### src/rtl/mhf_pkg.sv
package mhf_pkg;

    localparam int unsigned BYTE_W = 8;
    localparam int unsigned CRC_W  = 32;
    localparam logic [CRC_W-1:0] CRC_POLY = 32'hEDB88320;
    localparam logic [CRC_W-1:0] CRC_SEED = '1;

    typedef enum logic [0:0] {
        ST_IDLE,
        ST_COLLECT
    } mhf_state_e;

    // Eight reflected CRC steps, data bit 0 first.
    function automatic logic [CRC_W-1:0] crc_step_byte(
        input logic [CRC_W-1:0]  crc_in,
        input logic [BYTE_W-1:0] din
    );
        logic [CRC_W-1:0] r;
        logic             fb;
        r = crc_in;
        for (int j = 0; j < BYTE_W; j++) begin
            fb = r[0] ^ din[j];
            r  = r >> 1;
            if (fb) r = r ^ CRC_POLY;
        end
        return r;
    endfunction

endpackage

### src/rtl/mhf_crc_unit.sv
module mhf_crc_unit
    import mhf_pkg::*;
#(
    parameter int unsigned IDX_W = 6
) (
    input  logic              clk,
    input  logic              rst,
    input  logic              load,
    input  logic              adv,
    input  logic [BYTE_W-1:0] byte_data,
    output logic [IDX_W-1:0]  idx
);

    logic [CRC_W-1:0] crc_q;
    logic [CRC_W-1:0] crc_nx;

    assign crc_nx = crc_step_byte(load ? CRC_SEED : crc_q, byte_data);

    always_ff @(posedge clk) begin
        if (rst) begin
            crc_q <= CRC_SEED;
        end else if (load || adv) begin
            crc_q <= crc_nx;
        end
    end

    // Index is the low CRC bits in reversed order, taken from the value
    // the register is about to hold so the last byte needs no extra cycle.
    for (genvar b = 0; b < IDX_W; b++) begin : g_rev
        assign idx[b] = crc_nx[IDX_W-1-b];
    end

endmodule

### src/rtl/mhf_hash_table.sv
module mhf_hash_table #(
    parameter int unsigned WORD_W = 16,
    parameter int unsigned WORDS  = 4
) (
    input  logic                      clk,
    input  logic                      rst,
    input  logic                      wr,
    input  logic [$clog2(WORDS)-1:0]  sel,
    input  logic [WORD_W-1:0]         data,
    output logic [WORDS*WORD_W-1:0]   flat
);

    localparam int unsigned SEL_W = $clog2(WORDS);

    for (genvar k = 0; k < WORDS; k++) begin : g_word
        logic [WORD_W-1:0] word_q;

        always_ff @(posedge clk) begin
            if (rst) begin
                word_q <= '0;
            end else if (wr && (sel == SEL_W'(k))) begin
                word_q <= data;
            end
        end

        assign flat[k*WORD_W +: WORD_W] = word_q;
    end

endmodule

### src/rtl/mhf_frame_fsm.sv
module mhf_frame_fsm
    import mhf_pkg::*;
#(
    parameter int unsigned ADDR_BYTES = 6
) (
    input  logic              clk,
    input  logic              rst,
    input  logic              byte_valid,
    input  logic              byte_start,
    input  logic [BYTE_W-1:0] byte_data,
    output logic              crc_load,
    output logic              crc_adv,
    output logic              addr_done,
    output logic              grp_q,
    output logic              bcast_hit
);

    localparam int unsigned CNT_W = $clog2(ADDR_BYTES);
    localparam int unsigned LAST  = ADDR_BYTES - 1;

    mhf_state_e       state_q, state_d;
    logic [CNT_W-1:0] cnt_q, cnt_d;
    logic             grp_d;
    logic             ones_q, ones_d;
    logic             is_ff;
    logic             take_first;

    assign is_ff      = (byte_data == {BYTE_W{1'b1}});
    assign take_first = byte_valid && byte_start;

    // State register
    always_ff @(posedge clk) begin
        if (rst) begin
            state_q <= ST_IDLE;
            cnt_q   <= '0;
            grp_q   <= 1'b0;
            ones_q  <= 1'b0;
        end else begin
            state_q <= state_d;
            cnt_q   <= cnt_d;
            grp_q   <= grp_d;
            ones_q  <= ones_d;
        end
    end

    // Transitions and outputs
    always_comb begin
        state_d   = state_q;
        cnt_d     = cnt_q;
        grp_d     = grp_q;
        ones_d    = ones_q;
        crc_load  = 1'b0;
        crc_adv   = 1'b0;
        addr_done = 1'b0;
        if (take_first) begin
            // START from ST_IDLE, RESTART from ST_COLLECT
            state_d  = ST_COLLECT;
            cnt_d    = CNT_W'(1);
            grp_d    = byte_data[0];
            ones_d   = is_ff;
            crc_load = 1'b1;
        end else begin
            unique case (state_q)
                ST_IDLE: begin
                    state_d = ST_IDLE;
                end
                ST_COLLECT: begin
                    if (byte_valid) begin
                        crc_adv = 1'b1;
                        ones_d  = ones_q && is_ff;
                        if (cnt_q == CNT_W'(LAST)) begin
                            // FINISH
                            addr_done = 1'b1;
                            state_d   = ST_IDLE;
                        end else begin
                            cnt_d = cnt_q + CNT_W'(1);
                        end
                    end
                end
                default: state_d = ST_IDLE;
            endcase
        end
    end

    assign bcast_hit = addr_done && ones_q && is_ff;

endmodule

### src/rtl/mcast_hash_filter.sv
module mcast_hash_filter
    import mhf_pkg::*;
#(
    parameter int unsigned ADDR_BYTES = 6,
    parameter int unsigned WORD_W     = 16,
    parameter int unsigned TBL_WORDS  = 4
) (
    input  logic                          clk,
    input  logic                          rst,
    input  logic                          byte_valid,
    input  logic                          byte_start,
    input  logic [7:0]                    byte_data,
    input  logic                          tbl_wr,
    input  logic [$clog2(TBL_WORDS)-1:0]  tbl_sel,
    input  logic [WORD_W-1:0]             tbl_data,
    input  logic                          mode_wr,
    input  logic                          mode_promisc,
    input  logic                          mode_allmulti,
    output logic                          dec_valid,
    output logic                          dec_accept
);

    localparam int unsigned TBL_BITS = TBL_WORDS * WORD_W;
    localparam int unsigned IDX_W    = $clog2(TBL_BITS);

    logic                promisc_q;
    logic                allmulti_q;
    logic                w_load;
    logic                w_adv;
    logic                w_done;
    logic                w_grp;
    logic                w_bcast;
    logic [IDX_W-1:0]    w_idx;
    logic [TBL_BITS-1:0] w_tbl;
    logic                accept_calc;

    mhf_frame_fsm #(.ADDR_BYTES(ADDR_BYTES)) u_fsm (
        .clk        (clk),
        .rst        (rst),
        .byte_valid (byte_valid),
        .byte_start (byte_start),
        .byte_data  (byte_data),
        .crc_load   (w_load),
        .crc_adv    (w_adv),
        .addr_done  (w_done),
        .grp_q      (w_grp),
        .bcast_hit  (w_bcast)
    );

    mhf_crc_unit #(.IDX_W(IDX_W)) u_crc (
        .clk       (clk),
        .rst       (rst),
        .load      (w_load),
        .adv       (w_adv),
        .byte_data (byte_data),
        .idx       (w_idx)
    );

    mhf_hash_table #(.WORD_W(WORD_W), .WORDS(TBL_WORDS)) u_tbl (
        .clk  (clk),
        .rst  (rst),
        .wr   (tbl_wr),
        .sel  (tbl_sel),
        .data (tbl_data),
        .flat (w_tbl)
    );

    // Mode bits; promiscuous implies all-multicast
    always_ff @(posedge clk) begin
        if (rst) begin
            promisc_q  <= 1'b0;
            allmulti_q <= 1'b0;
        end else if (mode_wr) begin
            promisc_q  <= mode_promisc;
            allmulti_q <= mode_allmulti || mode_promisc;
        end
    end

    assign accept_calc = promisc_q ||
                         (w_grp && (allmulti_q || w_bcast || w_tbl[w_idx]));

    always_ff @(posedge clk) begin
        if (rst) begin
            dec_valid  <= 1'b0;
            dec_accept <= 1'b0;
        end else begin
            dec_valid  <= w_done;
            dec_accept <= w_done && accept_calc;
        end
    end

endmodule

### config.mk
export PLATFORM = sky130hd
export DESIGN_NAME = mcast_hash_filter
export DESIGN_NICKNAME = d
export VERILOG_FILES = /design/src/rtl/mhf_pkg.sv /design/src/rtl/mhf_crc_unit.sv /design/src/rtl/mhf_hash_table.sv /design/src/rtl/mhf_frame_fsm.sv /design/src/rtl/mcast_hash_filter.sv
export SDC_FILE = /design/constraint.sdc
export NUM_CORES = 1
export LEC_CHECK = 0
export ABC_AREA = 1
export BUFFER_PORTS_ARGS = -buffer_cell sky130_fd_sc_hd__buf_2
export CAP_MARGIN = 20
export CELL_PAD_IN_SITES_DETAIL_PLACEMENT = 1
export CELL_PAD_IN_SITES_GLOBAL_PLACEMENT = 2
export CORE_UTILIZATION = 37
export CTS_CLUSTER_DIAMETER = 100
export CTS_CLUSTER_SIZE = 40
export DETAILED_ROUTE_END_ITERATION = 7
export PLACE_DENSITY = 0.83
export REMOVE_ABC_BUFFERS = 1
export SYNTH_ARGS = -nofsm -noshare
export SYNTH_HDL_FRONTEND = slang
export SYNTH_SLANG_ARGS = --single-unit
### constraint.sdc
create_clock -name clk -period 3.9 [get_ports clk]
set_input_delay 0.78 -clock clk [delete_from_list [all_inputs] [get_ports clk]]
set_output_delay 0.78 -clock clk [all_outputs]
set_load 0.02 [all_outputs]
==> flow_metrics.py, run 1 <==
metrics = {
    "finish": {
        "final_util_pct": 42.40,
        "share_of_layout_cells_above_drive_strength_1_pct": 11.12,
        "mostFrequentLayoutCells": "135 x sky130_fd_sc_hd__nand2_1, 106 x sky130_fd_sc_hd__dfxtp_1, 99 x sky130_fd_sc_hd__nand3_1",
        "finish.cell_count_without_fillers": 1002,
        "multiInputGateArea_mm2": 0.002915,
        "fillerInstances": 1911,
        "commonest_non_fill_non_tap_cell_in_the_layout": "sky130_fd_sc_hd__nand2_1",
        "layout.area.seq_mm2": 0.002122,
        "num_antenna_cells": 0,
        "final_nets": 849,
        "area_growth_pct": 11.01,
    },
    "routing": {
        "detailed_route_vias_per_instance": 5.206,
        "route.antenna.remaining_nets": 0,
        "detail_route.drc_violations": 0,
        "routed-via-count": 5216,
        "drt-total-wl_mm": 16.30,
        "dr.first_iter.drc_count": 321,
        "routed_wire_length_per_instance_um": 16.27,
        "drt_first_pass_iters": 4,
    },
    "clock_tree": {
        "cts_htree_levels": 3,
        "clock_tree_from_tritoncts": "built",
        "cts_num_sinks": 106,
        "cts.root.buffer_cell": "sky130_fd_sc_hd__clkbuf_16",
        "worstSkewPairLatency_ns": 0.36,
        "number_of_buffers_inserted_during_clock_tree_synthesis": 9,
        "path_clk_slew_ns": 0.07,
        "post_cts.resized_instances": 0,
        "cts-root-to-sink-buffers": 2,
        "cts_hold_buf": 0,
        "cts.repair_timing.setup_buffer_count": 0,
    },
    "worst_setup_path": {
        "crit_path_cell_trace": "buf_2 -> nand2_4 -> inv_2 -> nor2_4 -> xor2_4 -> xor2_1 -> xnor2_2 -> inv_2 -> nand3_1 -> nand3_1 -> nand3_1 -> nand3_1 -> nand3_1 -> nand2_1 -> a21oi_1",
        "critical_path.max_stage_delay_ns": 0.49,
        "critical-path-slowest-cell": "sky130_fd_sc_hd__xnor2_2",
        "cpMostUsedCell": "sky130_fd_sc_hd__nand3_1",
        "critical_path_buf_inv_count": 3,
        "cp-start-kind": "input port",
        "critical_path_peak_fanout": 28,
        "required_ns": 4.19,
        "worst_setup_path_end_kind": "flip-flop",
        "worstSetupPathType": "in -> reg",
        "cp.arrival_ns": 3.36,
        "cpLargestDelayFamily": "simple AND/OR/NAND/NOR gates",
    },
    "timing": {
        "hold_slack_ns": 0.4489,
        "tightestPinTransition_ns": 1.086,
        "total_negative_slack_ns": 0,
        "clock-skew-final_ns": 0.005341,
        "unrepaired_setup_endpoints_after_global_routing": "no",
        "clock.fmax_mhz": 325.9,
        "report.final.hold_viol_count": 0,
        "timing.slew.headroom_pct": 27.41,
        "setup_viol_count_final": 0,
        "min_period_ns": 3.068,
        "min_period_over_period_pct": 78.68,
        "drv_slew": 0,
    },
    "yosys": {
        "synthArstFlopShare_pct": 0,
        "postSynthRegisterBits": 106,
        "fraction_of_the_yosys_area_taken_by_sequential_cells_pct": 37.94,
        "ys.warnings.count": 0,
        "number_of_different_library_cells_in_the_post_synthesis_netlist": 38,
        "synth_edf_count": 0,
        "postSynthCellCount": 795,
        "synth_ff_type": "sky130_fd_sc_hd__dfxtp_1",
        "avgSynthCellArea_um2": 7.035,
        "mappedNetlistArea_mm2": 0.005593,
    },
    "placement": {
        "dp_hpwl_mm": 11.81,
        "port_buffers": 35,
        "gp_routability_congestion": 0.7933,
        "post-place-cells": 986,
    },
    "global_route": {
        "vias_in_the_first_global_route": 5273,
        "grt_remaining_overflow": 0,
        "grt_first_pass_wirelength_mm": 27.22,
        "globalRouteTotalUtil_pct": 22.10,
        "largest_net_degree_at_the_start_of_global_routing": 44,
        "antenna_found_initial": 0,
    },
    "outcome": {
        "result_of_the_run": "finished clean",
    },
    "floorplan": {
        "pin_count": 36,
        "placement_rows": 44,
        "design.die.area_mm2": 0.01561,
        "fp.dieH_um": 124.9,
        "coreArea_mm2": 0.01464,
        "initial_core_util_pct": 38.19,
        "die_width_um": 124.9,
    },
    "worst_hold_path": {
        "timing.hold.worst.class": "reg -> reg",
    },
    "pwr": {
        "static-leakage-power_nw": 2.793,
        "design_power_total_mw": 3.111,
        "power.density_cell_area_mw_per_mm2": 501.1,
        "vdd_drop_max_mv": 0.2033,
    },
    "flow_run": {
        "cap_viol_max_count": 0,
    },
}
[per-stage QoR]
step | setup WS [ns] | area, µm²
after global routing | 0.5568 | 6208
final | 0.8316 | 6208
after detailed placement | 0.4629 | 5912
after global placement | 0.6129 | 5912
after CTS | 0.8311 | 6208
after floorplan | 0.4726 | 5401
[Yosys cell counts (2+ instances only)]
cell type | count | share of area (%)
sky130_fd_sc_hd__nand2_1 | 135 | 9.1
sky130_fd_sc_hd__dfxtp_1 | 106 | 38
sky130_fd_sc_hd__nand3_1 | 99 | 8.9
sky130_fd_sc_hd__inv_1 | 92 | 6.2
sky130_fd_sc_hd__o21ai_0 | 84 | 7.5
sky130_fd_sc_hd__nor2_1 | 64 | 4.3
sky130_fd_sc_hd__a21oi_1 | 57 | 5.1
sky130_fd_sc_hd__xor2_1 | 28 | 4.4
sky130_fd_sc_hd__clkbuf_1 | 27 | 1.8
sky130_fd_sc_hd__o211ai_1 | 17 | 2.3
sky130_fd_sc_hd__xnor2_1 | 15 | 2.3
sky130_fd_sc_hd__nand3b_1 | 13 | 1.7
sky130_fd_sc_hd__nand2_2 | 7 | 0.78
sky130_fd_sc_hd__buf_2 | 6 | 0.54
sky130_fd_sc_hd__nor3_1 | 5 | 0.45
sky130_fd_sc_hd__buf_6 | 4 | 0.81
sky130_fd_sc_hd__inv_2 | 4 | 0.27
sky130_fd_sc_hd__o221ai_1 | 4 | 0.63
sky130_fd_sc_hd__nand2_4 | 3 | 0.60
sky130_fd_sc_hd__or2_2 | 3 | 0.34
sky130_fd_sc_hd__a31oi_1 | 2 | 0.22
sky130_fd_sc_hd__buf_1 | 2 | 0.13
sky130_fd_sc_hd__ha_1 | 2 | 0.45
sky130_fd_sc_hd__xnor2_2 | 2 | 0.58
[logic make-up (layout without fill, tap and decap cells)]
group                      Yosys count  count (layout)  share of synthesized area [%]
AOI/OAI and AO/OA                  168             168                          16.29
xor gates and xnor gates            46              46                          7.808
adders and majority gates            2               2                         0.4474
buffers and inverters              137             160                          9.978
DFF                                106             106                          37.94
and+or+nand+nor                    336             336                          27.54
[layer usage]
layer | vias to the layer above | part of all wire (%) | GRT usage, %
met5 | - | 0 | 0
met4 | 0 | 1.8 | 8.250
met3 | 18 | 3.1 | 2.696
met2 | 68 | 43 | 34.07
met1 | 2500 | 52 | 31.59
li1 | 2630 | - | -
[flip-flops by register name, indices dropped and copies added, names as in the netlist]
register,count
u_fsm.grp_q,1
u_fsm.state_q,1
dec_accept,1
u_crc.crc_q,32
allmulti_q,1
promisc_q,1
u_fsm.cnt_q,3
u_fsm.ones_q,1
dec_valid,1
u_tbl.g_word.word_q,64
[final timing paths]
kind	start	endpoint	slack [ns]	cells past startpoint
worst max register to register	u_crc.crc_q[7]	dec_accept	1.29	20
worst max-delay path	byte_start	dec_accept	0.83	15
worst min-delay path	u_tbl.g_word[0].word_q[15]	u_tbl.g_word[0].word_q[15]	0.45	2
worst min register to register	u_tbl.g_word[0].word_q[15]	u_tbl.g_word[0].word_q[15]	0.45	2
[final cells by class]
cell class                 count  share of cell area (%)
clock buffer                  10                   3.688
timing repair buffer          47                   4.474
multi-input combinational    552                   46.96
clock inverter                 6                   1.088
sequential                   106                   34.18
tap                          184                   3.708
inverter                      97                   5.905
[worst reg2reg max path, delay by kind of cell (launching register included)]
kind / cells / cell delay [ns]
flip-flops: 1 / 0.30
AO/OA/AOI/OAI: 2 / 0.20
AND/OR/NAND/NOR: 15 / 1.62
buffers and inverters: 3 / 0.43
[report_power, final]
group          switching (mW)  leakage (nW)  internal, mW  total, mW
clock network           0.424         0.139         0.499      0.923
registers              0.0373         0.872          1.16       1.20
logic                   0.643          1.78         0.346      0.989
No activity file was read; power rests on OpenSTA's default activity.
==> inputs of run 2 (changes only) <==
--- a/config.mk
+++ b/config.mk
@@ -10,11 +10,11 @@
 export CAP_MARGIN = 20
 export CELL_PAD_IN_SITES_DETAIL_PLACEMENT = 1
 export CELL_PAD_IN_SITES_GLOBAL_PLACEMENT = 2
-export CORE_UTILIZATION = 37
+export CORE_UTILIZATION = 31
 export CTS_CLUSTER_DIAMETER = 100
 export CTS_CLUSTER_SIZE = 40
 export DETAILED_ROUTE_END_ITERATION = 7
-export PLACE_DENSITY = 0.83
+export PLACE_DENSITY = 0.74
 export REMOVE_ABC_BUFFERS = 1
 export SYNTH_ARGS = -nofsm -noshare
 export SYNTH_HDL_FRONTEND = slang
==> constraint.sdc (replaced) <==
create_clock -name clk -period 2.6 [get_ports clk]
set_input_delay 0.52 -clock clk [delete_from_list [all_inputs] [get_ports clk]]
set_output_delay 0.52 -clock clk [all_outputs]
set_load 0.02 [all_outputs]
==> run 2 against run 1 <==
  * Global-route usage fell by 1.9 points
  * Non-clock buffer count up 43
  * Clock power up 56%
  * First-iteration DRC count shrank 26%
  * Worst setup slack worse by 0.61 ns
  * Final cell count increased by 8.4%
  * Combinational power rose by 71%
  * Clock skew up 0.0035 ns
  * Sequential power increased by 50%
  * Via count is 3.2% higher
  * Total power up 58%
  * Hold slack got worse by 0.055 ns
  * Critical endpoint unchanged
  * Largest cell class unchanged
==> flow_metrics.py, run 2 (synthesized netlist as in run 1, its figures left out) <==
metrics = {
    "pwr": {
        "power.density_cell_area_mw_per_mm2": 743.7,
        "vdd_drop_max_mv": 0.3138,
        "static-leakage-power_nw": 3.006,
        "design_power_total_mw": 4.926,
    },
    "routing": {
        "drt-total-wl_mm": 17.74,
        "detailed_route_vias_per_instance": 4.955,
        "routed-via-count": 5381,
        "route.antenna.remaining_nets": 0,
        "drt_first_pass_iters": 4,
        "detail_route.drc_violations": 0,
        "dr.first_iter.drc_count": 238,
        "routed_wire_length_per_instance_um": 16.33,
    },
    "finish": {
        "biggest_regs": "u_tbl.g_word.word_q: 64 flops, u_crc.crc_q: 32 flops, u_fsm.cnt_q: 3 flops",
        "largest_register": "u_tbl.g_word.word_q",
        "share_of_layout_cells_above_drive_strength_1_pct": 15.68,
        "area_growth_pct": 18.43,
        "num_antenna_cells": 0,
        "finish.cell_count_without_fillers": 1086,
        "largest_reg_flops": 64,
        "final_util_pct": 37.90,
        "commonest_non_fill_non_tap_cell_in_the_layout": "sky130_fd_sc_hd__nand2_1",
        "final_nets": 892,
        "mostFrequentLayoutCells": "135 x sky130_fd_sc_hd__nand2_1, 106 x sky130_fd_sc_hd__dfxtp_1, 98 x sky130_fd_sc_hd__nand3_1",
    },
    "worst_setup_path": {
        "timing.critical_path.from": "byte_start",
        "cpMostUsedCell": "sky130_fd_sc_hd__nand2_1",
        "crit_path_cell_trace": "buf_2 -> nand2_8 -> nand2_1 -> nand2_1 -> nand2_1 -> nand2_1 -> inv_2 -> nor2_8 -> inv_4 -> nand2_4 -> nand2_2 -> buf_12 -> o21ai_0 -> nand2_1 -> nand3_1 -> nand3_1 -> nand3_1 -> nand3_1 -> nand3_1 -> nand2_1 -> a21oi_1",
        "cp.arrival_ns": 2.66,
        "worstSetupPathType": "in -> reg",
        "worst_setup_path_end_kind": "flip-flop",
        "required_ns": 2.88,
        "critical_path.max_stage_delay_ns": 0.28,
        "rr_worst_depth": 19,
        "critical_path_peak_fanout": 22,
        "cp-start-kind": "input port",
        "critical-path-slowest-cell": "sky130_fd_sc_hd__o21ai_0",
        "regToRegStartpoint": "u_crc.crc_q[3]",
    },
    "worst_hold_path": {
        "worst_hold_path.num_cells": 2,
        "timing.hold.worst.class": "in -> reg",
        "worst_min_delay_path_startpoint": "mode_wr",
    },
    "clock_tree": {
        "worstSkewPairLatency_ns": 0.36,
        "path_clk_slew_ns": 0.07,
        "cts_htree_levels": 3,
        "cts-root-to-sink-buffers": 2,
        "cts_num_sinks": 106,
        "cts.repair_timing.setup_buffer_count": 0,
        "cts.root.buffer_cell": "sky130_fd_sc_hd__clkbuf_16",
        "cts_hold_buf": 0,
        "number_of_buffers_inserted_during_clock_tree_synthesis": 9,
        "clock_tree_from_tritoncts": "built",
    },
    "floorplan": {
        "placement_rows": 48,
        "die_width_um": 136.3,
        "initial_core_util_pct": 32.00,
        "pin_count": 36,
        "fp.dieH_um": 136.3,
        "coreArea_mm2": 0.01748,
        "design.die.area_mm2": 0.01858,
    },
    "global_route": {
        "largest_net_degree_at_the_start_of_global_routing": 37,
        "antenna_found_initial": 0,
        "grt_remaining_overflow": 0,
        "grt_first_pass_wirelength_mm": 29.06,
        "vias_in_the_first_global_route": 5628,
        "globalRouteTotalUtil_pct": 20.24,
    },
    "timing": {
        "min_period_ns": 2.383,
        "report.final.hold_viol_count": 0,
        "drv_slew": 0,
        "min_period_over_period_pct": 91.64,
        "unrepaired_setup_endpoints_after_global_routing": "no",
        "timing.slew.headroom_pct": 58.84,
        "clock.fmax_mhz": 419.7,
        "setup_viol_count_final": 0,
        "clock-skew-final_ns": 0.008795,
        "tightestPinTransition_ns": 0.6168,
    },
    "placement": {
        "dp_hpwl_mm": 12.97,
        "port_buffers": 35,
        "gp_routability_congestion": 0.7994,
        "post-place-cells": 1070,
    },
    "outcome": {
        "result_of_the_run": "finished clean",
    },
    "flow_run": {
        "cap_viol_max_count": 0,
    },
}
run 2: power breakdown:
| group | switching, mW | internal [mW] | total, mW |
|---|---|---|---|
| Sequential | 0.0538 | 1.74 | 1.80 |
| Combinational | 1.03 | 0.661 | 1.69 |
| Clock | 0.638 | 0.800 | 1.44 |
| Total | 1.72 | 3.20 | 4.93 |
run 2: critical path: cells and delay by family:
| kind | cells | cell delay [ns] |
|---|---|---|
| compound gates | 2 | 0.42 |
| buf+inv | 4 | 0.41 |
| simple gates | 15 | 1.29 |
run 2: metrics by stage:
step	hold slack [ns]	setup WS (ns)	setup TNS (ns)	area, µm²
after floorplan	0.4248	-0.5674	-11.27	5401
after global placement	0.4372	-0.1965	-0.1965	6286
after detailed placement	0.4481	-0.3068	-0.3718	6286
after CTS	0.3777	0.07039	0	6593
after global routing	0.3994	0.01485	0	6624
final	0.3939	0.2172	0	6624
run 2: final timing paths:
check	to	slack [ns]
setup reg to reg	dec_accept	0.25
hold / removal	promisc_q	0.39
hold reg to reg	u_tbl.g_word[0].word_q[15]	0.46
setup / recovery	dec_accept	0.22
run 2: timing repair:
action | 4_1_cts | 5_1_grt
endpoints found under the setup margin | 0 | 1
resized for setup | 0 | 8
endpoints found under the hold margin | 0 | 0
run 2: layer usage:
layer / global-route usage, % / wire [µm] / vias up
met5: 0 / 0 / -
met4: 6.420 / 202 / 0
met3: 2.498 / 428 / 14
met2: 32.06 / 8109 / 61
met1: 28.30 / 8997 / 2597
li1: - / - / 2709
run 2: layout make-up:
| cell class | instances | area [µm²] |
|---|---|---|
| Clock inverter | 4 | 50.05 |
| Tap cell | 225 | 281.5 |
| Inverter | 97 | 369.1 |
| Sequential cell | 106 | 2122 |
| Timing Repair Buffer | 90 | 604.3 |
| Clock buffer | 12 | 256.5 |
| Fill cell | 2212 | 10850 |
| Multi-Input combinational cell | 552 | 2940 |
